**src/rtl/rfsh_pkg.sv**
```systemverilog
package rfsh_pkg;
    typedef enum logic [1:0] {
        ARB_IDLE    = 2'd0,
        ARB_ACCESS  = 2'd1,
        ARB_REFRESH = 2'd2
    } arb_state_t;

    typedef enum logic {
        STY_ADDR  = 1'b0,
        STY_COUNT = 1'b1
    } rfsh_style_t;
endpackage

```
**src/rtl/rfsh_timer.sv**
```systemverilog
module rfsh_timer #(
    parameter int RET_CYC  = 640,
    parameter int NUM_ROWS = 16
) (
    input  logic clk,
    input  logic rst_n,
    input  logic burst,
    input  logic hot,
    output logic tick
);
    localparam int DIST_CYC = RET_CYC / NUM_ROWS;
    localparam int CNT_W    = $clog2(RET_CYC + 1);

    logic [CNT_W-1:0] cnt_q;
    logic [CNT_W-1:0] period;

    // period selection: policy first, then temperature halving
    always_comb begin
        period = burst ? CNT_W'(RET_CYC) : CNT_W'(DIST_CYC);
        if (hot) begin
            period = period >> 1;
        end
    end

    assign tick = (cnt_q >= period - 1'b1);

    always_ff @(posedge clk) begin
        if (!rst_n) begin
            cnt_q <= '0;
        end else if (tick) begin
            cnt_q <= '0;
        end else begin
            cnt_q <= cnt_q + 1'b1;
        end
    end

    AST_CNT_RANGE: assert property (@(posedge clk) disable iff (!rst_n)
        cnt_q < CNT_W'(RET_CYC));
    AST_TICK_SPACED: assert property (@(posedge clk) disable iff (!rst_n)
        tick |=> !tick);
endmodule

```
**src/rtl/rfsh_rowctr.sv**
```systemverilog
module rfsh_rowctr #(
    parameter int NUM_ROWS = 16
) (
    input  logic                        clk,
    input  logic                        rst_n,
    input  logic                        adv,
    output logic [$clog2(NUM_ROWS)-1:0] row
);
    localparam int ROW_W = $clog2(NUM_ROWS);
    localparam logic [ROW_W-1:0] ROW_LAST = ROW_W'(NUM_ROWS - 1);

    logic [ROW_W-1:0] row_q;

    generate
        if (NUM_ROWS == (1 << ROW_W)) begin : g_pow2
            always_ff @(posedge clk) begin
                if (!rst_n) begin
                    row_q <= '0;
                end else if (adv) begin
                    row_q <= row_q + 1'b1;
                end
            end
        end else begin : g_wrap
            always_ff @(posedge clk) begin
                if (!rst_n) begin
                    row_q <= '0;
                end else if (adv) begin
                    row_q <= (row_q == ROW_LAST) ? '0 : row_q + 1'b1;
                end
            end
        end
    endgenerate

    assign row = row_q;

    AST_ROW_HOLD: assert property (@(posedge clk) disable iff (!rst_n)
        !adv |=> $stable(row_q));
    AST_ROW_MOVE: assert property (@(posedge clk) disable iff (!rst_n)
        adv |=> !$stable(row_q));
endmodule

```
**src/rtl/rfsh_arb.sv**
```systemverilog
module rfsh_arb
    import rfsh_pkg::*;
#(
    parameter int NUM_ROWS = 16,
    parameter int RFC_CYC  = 4,
    parameter int ACC_CYC  = 2
) (
    input  logic clk,
    input  logic rst_n,
    input  logic tick,
    input  logic burst,
    input  logic int_cnt,
    input  logic host_req,
    output logic host_rdy,
    output logic acc_busy,
    output logic ref_busy,
    output logic row_stb,
    output logic col_stb,
    output logic addr_oe,
    output logic adv
);
    localparam int PH_MAX = (RFC_CYC > ACC_CYC) ? RFC_CYC : ACC_CYC;
    localparam int PH_W   = $clog2(PH_MAX + 1);
    localparam int PEND_W = $clog2(NUM_ROWS + 1);
    localparam logic [PH_W-1:0]   RFC_LAST  = PH_W'(RFC_CYC - 1);
    localparam logic [PH_W-1:0]   ACC_LAST  = PH_W'(ACC_CYC - 1);
    localparam logic [PEND_W-1:0] PEND_FULL = PEND_W'(NUM_ROWS);

    arb_state_t        state_q, state_d;
    logic [PH_W-1:0]   phase_q, phase_d;
    logic [PEND_W-1:0] pend_q, pend_d;
    rfsh_style_t       style_q;
    logic              ref_last, acc_last, start_ref;

    assign ref_last = (state_q == ARB_REFRESH) && (phase_q == RFC_LAST);
    assign acc_last = (state_q == ARB_ACCESS) && (phase_q == ACC_LAST);

    // owed-refresh count: burst reloads a full sweep, distributed adds one
    always_comb begin
        pend_d = pend_q;
        if (ref_last) begin
            pend_d = pend_q - 1'b1;
        end
        if (tick) begin
            if (burst) begin
                pend_d = PEND_FULL;
            end else if (pend_d != PEND_FULL) begin
                pend_d = pend_d + 1'b1;
            end
        end
    end

    // next state
    always_comb begin
        state_d   = state_q;
        phase_d   = phase_q;
        start_ref = 1'b0;
        unique case (state_q)
            ARB_IDLE: begin
                if (pend_q != '0) begin
                    state_d   = ARB_REFRESH;
                    phase_d   = '0;
                    start_ref = 1'b1;
                end else if (host_req) begin
                    state_d = ARB_ACCESS;
                    phase_d = '0;
                end
            end
            ARB_ACCESS: begin
                if (acc_last) begin
                    state_d = ARB_IDLE;
                    phase_d = '0;
                end else begin
                    phase_d = phase_q + 1'b1;
                end
            end
            ARB_REFRESH: begin
                if (ref_last) begin
                    phase_d = '0;
                    if (pend_d != '0) begin
                        start_ref = 1'b1;
                    end else begin
                        state_d = ARB_IDLE;
                    end
                end else begin
                    phase_d = phase_q + 1'b1;
                end
            end
            default: state_d = ARB_IDLE;
        endcase
    end

    // state register
    always_ff @(posedge clk) begin
        if (!rst_n) begin
            state_q <= ARB_IDLE;
            phase_q <= '0;
            pend_q  <= '0;
            style_q <= STY_ADDR;
        end else begin
            state_q <= state_d;
            phase_q <= phase_d;
            pend_q  <= pend_d;
            if (start_ref) begin
                style_q <= rfsh_style_t'(int_cnt);
            end
        end
    end

    // outputs
    always_comb begin
        host_rdy = 1'b0;
        acc_busy = 1'b0;
        ref_busy = 1'b0;
        row_stb  = 1'b0;
        col_stb  = 1'b0;
        addr_oe  = 1'b0;
        adv      = 1'b0;
        unique case (state_q)
            ARB_IDLE:   host_rdy = (pend_q == '0);
            ARB_ACCESS: acc_busy = 1'b1;
            ARB_REFRESH: begin
                ref_busy = 1'b1;
                adv      = ref_last;
                if (style_q == STY_COUNT) begin
                    col_stb = 1'b1;
                    row_stb = (phase_q != '0);
                end else begin
                    row_stb = 1'b1;
                    addr_oe = 1'b1;
                end
            end
            default: ;
        endcase
    end

    AST_RDY_OFF_IN_REF: assert property (@(posedge clk) disable iff (!rst_n)
        ref_busy |-> !host_rdy);
    AST_PEND_LIMIT: assert property (@(posedge clk) disable iff (!rst_n)
        pend_q <= PEND_FULL);
    AST_REF_UNBROKEN: assert property (@(posedge clk) disable iff (!rst_n)
        (state_q == ARB_REFRESH && phase_q != '0) |->
        ($past(state_q) == ARB_REFRESH && $past(phase_q) == phase_q - 1'b1));
    AST_ACC_UNBROKEN: assert property (@(posedge clk) disable iff (!rst_n)
        (state_q == ARB_ACCESS && phase_q != ACC_LAST) |=> state_q == ARB_ACCESS);
    AST_GRANT_NEXT: assert property (@(posedge clk) disable iff (!rst_n)
        (state_q == ARB_IDLE && pend_q != '0) |=> state_q == ARB_REFRESH);
endmodule

```
**src/rtl/rfsh_sched.sv**
```systemverilog
module rfsh_sched #(
    parameter int NUM_ROWS = 16,
    parameter int RET_CYC  = 640,
    parameter int RFC_CYC  = 4,
    parameter int ACC_CYC  = 2
) (
    input  logic                        clk,
    input  logic                        rst_n,
    input  logic                        cfg_burst,
    input  logic                        cfg_int_cnt,
    input  logic                        temp_hot,
    input  logic                        host_req,
    output logic                        host_rdy,
    output logic                        acc_busy,
    output logic                        ref_busy,
    output logic                        mem_row_stb,
    output logic                        mem_col_stb,
    output logic                        mem_addr_oe,
    output logic [$clog2(NUM_ROWS)-1:0] mem_addr
);
    localparam int ROW_W = $clog2(NUM_ROWS);

    logic             tick;
    logic             adv;
    logic [ROW_W-1:0] row;

    rfsh_timer #(.RET_CYC(RET_CYC), .NUM_ROWS(NUM_ROWS)) u_timer (
        .clk   (clk),
        .rst_n (rst_n),
        .burst (cfg_burst),
        .hot   (temp_hot),
        .tick  (tick)
    );

    rfsh_rowctr #(.NUM_ROWS(NUM_ROWS)) u_row (
        .clk   (clk),
        .rst_n (rst_n),
        .adv   (adv),
        .row   (row)
    );

    rfsh_arb #(.NUM_ROWS(NUM_ROWS), .RFC_CYC(RFC_CYC), .ACC_CYC(ACC_CYC)) u_arb (
        .clk      (clk),
        .rst_n    (rst_n),
        .tick     (tick),
        .burst    (cfg_burst),
        .int_cnt  (cfg_int_cnt),
        .host_req (host_req),
        .host_rdy (host_rdy),
        .acc_busy (acc_busy),
        .ref_busy (ref_busy),
        .row_stb  (mem_row_stb),
        .col_stb  (mem_col_stb),
        .addr_oe  (mem_addr_oe),
        .adv      (adv)
    );

    assign mem_addr = mem_addr_oe ? row : '0;

    AST_ADDR_WITH_ROW_ONLY: assert property (@(posedge clk) disable iff (!rst_n)
        mem_addr_oe |-> (mem_row_stb && !mem_col_stb));
    AST_COUNT_NO_ADDR: assert property (@(posedge clk) disable iff (!rst_n)
        mem_col_stb |-> (!mem_addr_oe && mem_addr == '0));
    AST_NO_OVERLAP: assert property (@(posedge clk) disable iff (!rst_n)
        !(ref_busy && acc_busy));
endmodule

```
**config.mk**
```make
export PLATFORM = sky130hd
export DESIGN_NAME = rfsh_sched
export DESIGN_NICKNAME = d
export VERILOG_FILES = /design/src/rtl/rfsh_pkg.sv /design/src/rtl/rfsh_timer.sv /design/src/rtl/rfsh_rowctr.sv /design/src/rtl/rfsh_arb.sv /design/src/rtl/rfsh_sched.sv
export SDC_FILE = /design/constraint.sdc
export NUM_CORES = 1
export LEC_CHECK = 0
export BUFFER_PORTS_ARGS = -buffer_cell sky130_fd_sc_hd__buf_4
export CAP_MARGIN = 20
export CORE_ASPECT_RATIO = 1.75
export CORE_MARGIN = 2
export CORE_UTILIZATION = 42
export DETAILED_ROUTE_END_ITERATION = 8
export MAX_ROUTING_LAYER = met4
export PLACE_DENSITY = 0.58
export SLEW_MARGIN = 10
export SYNTH_ARGS = -nofsm -noshare
export SYNTH_HDL_FRONTEND = slang
export SYNTH_HIERARCHICAL = 1
export SYNTH_SLANG_ARGS = --single-unit
```
**constraint.sdc**
```tcl
create_clock -name clk -period 4.9 [get_ports clk]
set_input_delay 0 -clock clk [delete_from_list [all_inputs] [get_ports clk]]
set_output_delay 0 -clock clk [all_outputs]
set_load 0.005 [all_outputs]
```
==> summary.txt <==
Timing
  • RSZ-0062 raised after global routing: false
  • Slew @ Worst Pin: 0.6112 ns
  • Final setup fails: 0
  • Max Clock Skew: 0.0009908 ns
  • Final period utilization: 66.27%
  • Relative slew slack: 58.96%
  • Fmax: 0.3080 GHz
  • Fin. max-slew vios: 0
  • Setup tns final: 0 ns
  • WHS: 0.06278 ns
  • Final Hold Fails: 0
  • Final Critical Period: 3.247 ns

Clock tree
  • Clock buffer depth: 2
  • Clock sink count: 25
  • Clock transition at the registers of the reported paths: 0.09 ns
  • Hold_buf cts: 1
  • Post-cts sizing count: 0
  • CTS tree: done
  • Clock latency on the worst-skew pair: 0.27 ns
  • H-tree levels: 1
  • TritonCTS buffer count: 3
  • Root buffer cell: clkbuf_8
  • # Post-CTS Setup Buffers: 0

Pwr
  • P_leak: 0.8986 nW
  • Peak VDD IR: 0.0001277 V
  • PD cells: 217.7 nW/um^2

Die
  • IO Pins: 16
  • Starting Density: 43.93%
  • Die Area: 4904 um^2
  • Die width: 53.80 um
  • Site Rows: 31
  • Core ar.: 4150 um^2
  • Die height: 91.16 um

Synth
  • Post-Syn Area: 1823 um^2
  • Gate count after technology mapping: 207
  • Post-synth ARST share: 0%
  • Yosys top cell by area: dfxtp_1
  • Largest cells by area after synthesis: dfxtp_1 (27%), ha_1 (14%), and2_1 (4.1%), inv_1 (3.1%), nand2_1 (3.1%)
  • Seq/Total Area, Yosys: 27.45%
  • Synth top area share: 27.45%
  • Ys flop type: dfxtp_1
  • Yosys warnings: 6
  • Synthesized area per cell: 8.807 um^2
  • Post-synth EDFFs: 0
  • Yosys reg bits: 25
  • Syn Nets: 234
  • Cell variety after synth: 61

Finish
  • Area growth syn-to-layout: 11.12%
  • Commonest non-fill, non-tap cell in the layout: dfxtp_1
  • Most frequent cells in the layout: dfxtp_1 (25), ha_1 (21), buf_4 (15), nand2_1 (15), inv_1 (15)
  • Layout cells sized above 1: 17.04%
  • Storage element area: 500.5 um^2
  • Layout fillers: 425
  • Fin cells: 272
  • Multi-input logic area: 1236 um^2
  • Antenna Cells: 0
  • NumNets Final: 251

Global route
  • Vias in the first global route: 1518
  • Total Routing Usage GR: 18.20%
  • First-pass GRT wire length: 6520 um
  • Largest net degree at the start of global routing: 20
  • GRT overflow: 0
  • Initial antenna violation count: 0

Routing
  • DRT iter0 DRCs: 17
  • Vias: 1512
  • DRT antenna net count: 0
  • DRC: 0
  • DR WL/cell: 14.50 um
  • First-pass detailed-route iteration total: 4
  • Drt via density: 5.559
  • Post-Route WL: 3944 um

Place
  • Number of cells after detailed placement: 267
  • Buffers on Ports: 15
  • RePlAce Congestion: 0.8569
  • Dpl hpwl: 3156 um

Setup path
  • Critical path type: reg2reg
  • Critical Path AT: 3.45 ns
  • Setup crit end kind: flip-flop
  • Worst-path maximum fanout: 10
  • Worst reg2reg path startpoint: u_arb/phase_q[0]$_SDFFE_PN0P_
  • Data required, critical path: 5.11 ns
  • Setup crit start: u_arb/phase_q[0]$_SDFFE_PN0P_
  • CP startpoint kind: flip-flop

Run
  • Max-Cap Viols: 0

Min path
  • Class of the worst hold path: in2reg
  • Min-delay src: rst_n

Run status
  • Outcome: finished clean
## synth_stat cells (all sizes together), types with 3 or more instances
| cell | number |
|---|---|
| mux2i | 5 |
| dfxtp | 25 |
| nor2 | 8 |
| nand2 | 16 |
| nand2b | 3 |
| nand3 | 8 |
| nand4 | 3 |
| xor2 | 6 |
| o21ai | 9 |
| nor2b | 3 |
| a21oi | 5 |
| nor3 | 13 |
| and2 | 13 |
| o31ai | 3 |
| inv | 15 |
| xnor2 | 6 |
| ha | 21 |
## metrics by stage
| stage | cell area, um^2 | power [mW] | utilization, % | setup WS [ns] |
|---|---|---|---|---|
| after global routing | 2026 | 0.4729 | 48.81 | 1.396 |
| after floorplan | 1823 | 0.2849 | - | 2.014 |
| after global placement | 1967 | 0.3198 | 47.39 | 1.631 |
| after CTS | 2026 | 0.4513 | 48.81 | 1.621 |
| final | 2026 | 0.4409 | 48.81 | 1.653 |
| after detailed placement | 1967 | 0.3212 | 47.39 | 1.644 |
## logic make-up after synthesis
group / Yosys count / synth area share [%]
AO/OA/AOI/OAI: 37 / 15.92
XOR/XNOR: 12 / 5.765
adder cells (fa/ha/maj): 21 / 14.41
buffers and inverters: 19 / 4.736
flip-flops: 25 / 27.45
multiplexers: 6 / 3.363
other: 1 / 0.2057
AND/OR/NAND/NOR: 86 / 28.14
## critical path: stages, from the launching register on
cell and delay, ns:
dfxtp_1 0.36, ha_1 0.22, ha_1 0.24, and2_1 0.28
xnor2_1 0.55, ha_1 0.24, nand2_1 0.04, nand4b_1 0.25
mux2i_1 0.33, o221ai_4 0.19, o31ai_2 0.30, mux2i_1 0.19
## layout make-up
class | count | area share [%]
clock inverter | 1 | 0.3706
sequential | 25 | 24.71
inverter | 15 | 2.779
multi-input combinational | 163 | 61.03
clock buffer | 3 | 2.038
tap | 49 | 3.027
timing repair buffer | 16 | 6.053
## power by group
part           switching (mW)  leakage (nW)  internal [mW]
sequential            0.00562         0.202          0.210
clock                  0.0676        0.0217         0.0576
combinational          0.0561         0.675         0.0442
## per-layer routing
layer / part of all wire (%) / track usage (%) / up-vias
li1: - / - / 769
met1: 38 / 17.08 / 715
met2: 57 / 33.84 / 20
met3: 2.0 / 1.974 / 8
met4: 3.0 / 8.761 / 0
met5: 0 / - / -
## registers in the layout (all words and copies together), names as in the netlist
signal         flops
u_arb/pend_q       5
u_arb/state_q      2
u_arb/style_q      1
u_row/row          4
u_timer/cnt_q     10
u_arb/phase_q      3
## worst paths after layout
kind,end,slack (ns),cells after the start
worst max-delay path,u_arb/style_q$_SDFFE_PN0P_,1.65,11
worst min-delay path,u_row/row[2]$_SDFFE_PN0P_,0.06,2
worst min register to register,u_row/row[3]$_SDFFE_PN0P_,0.47,2
worst max register to register,u_arb/style_q$_SDFFE_PN0P_,1.65,11
Power figures use the tool's default switching activity.
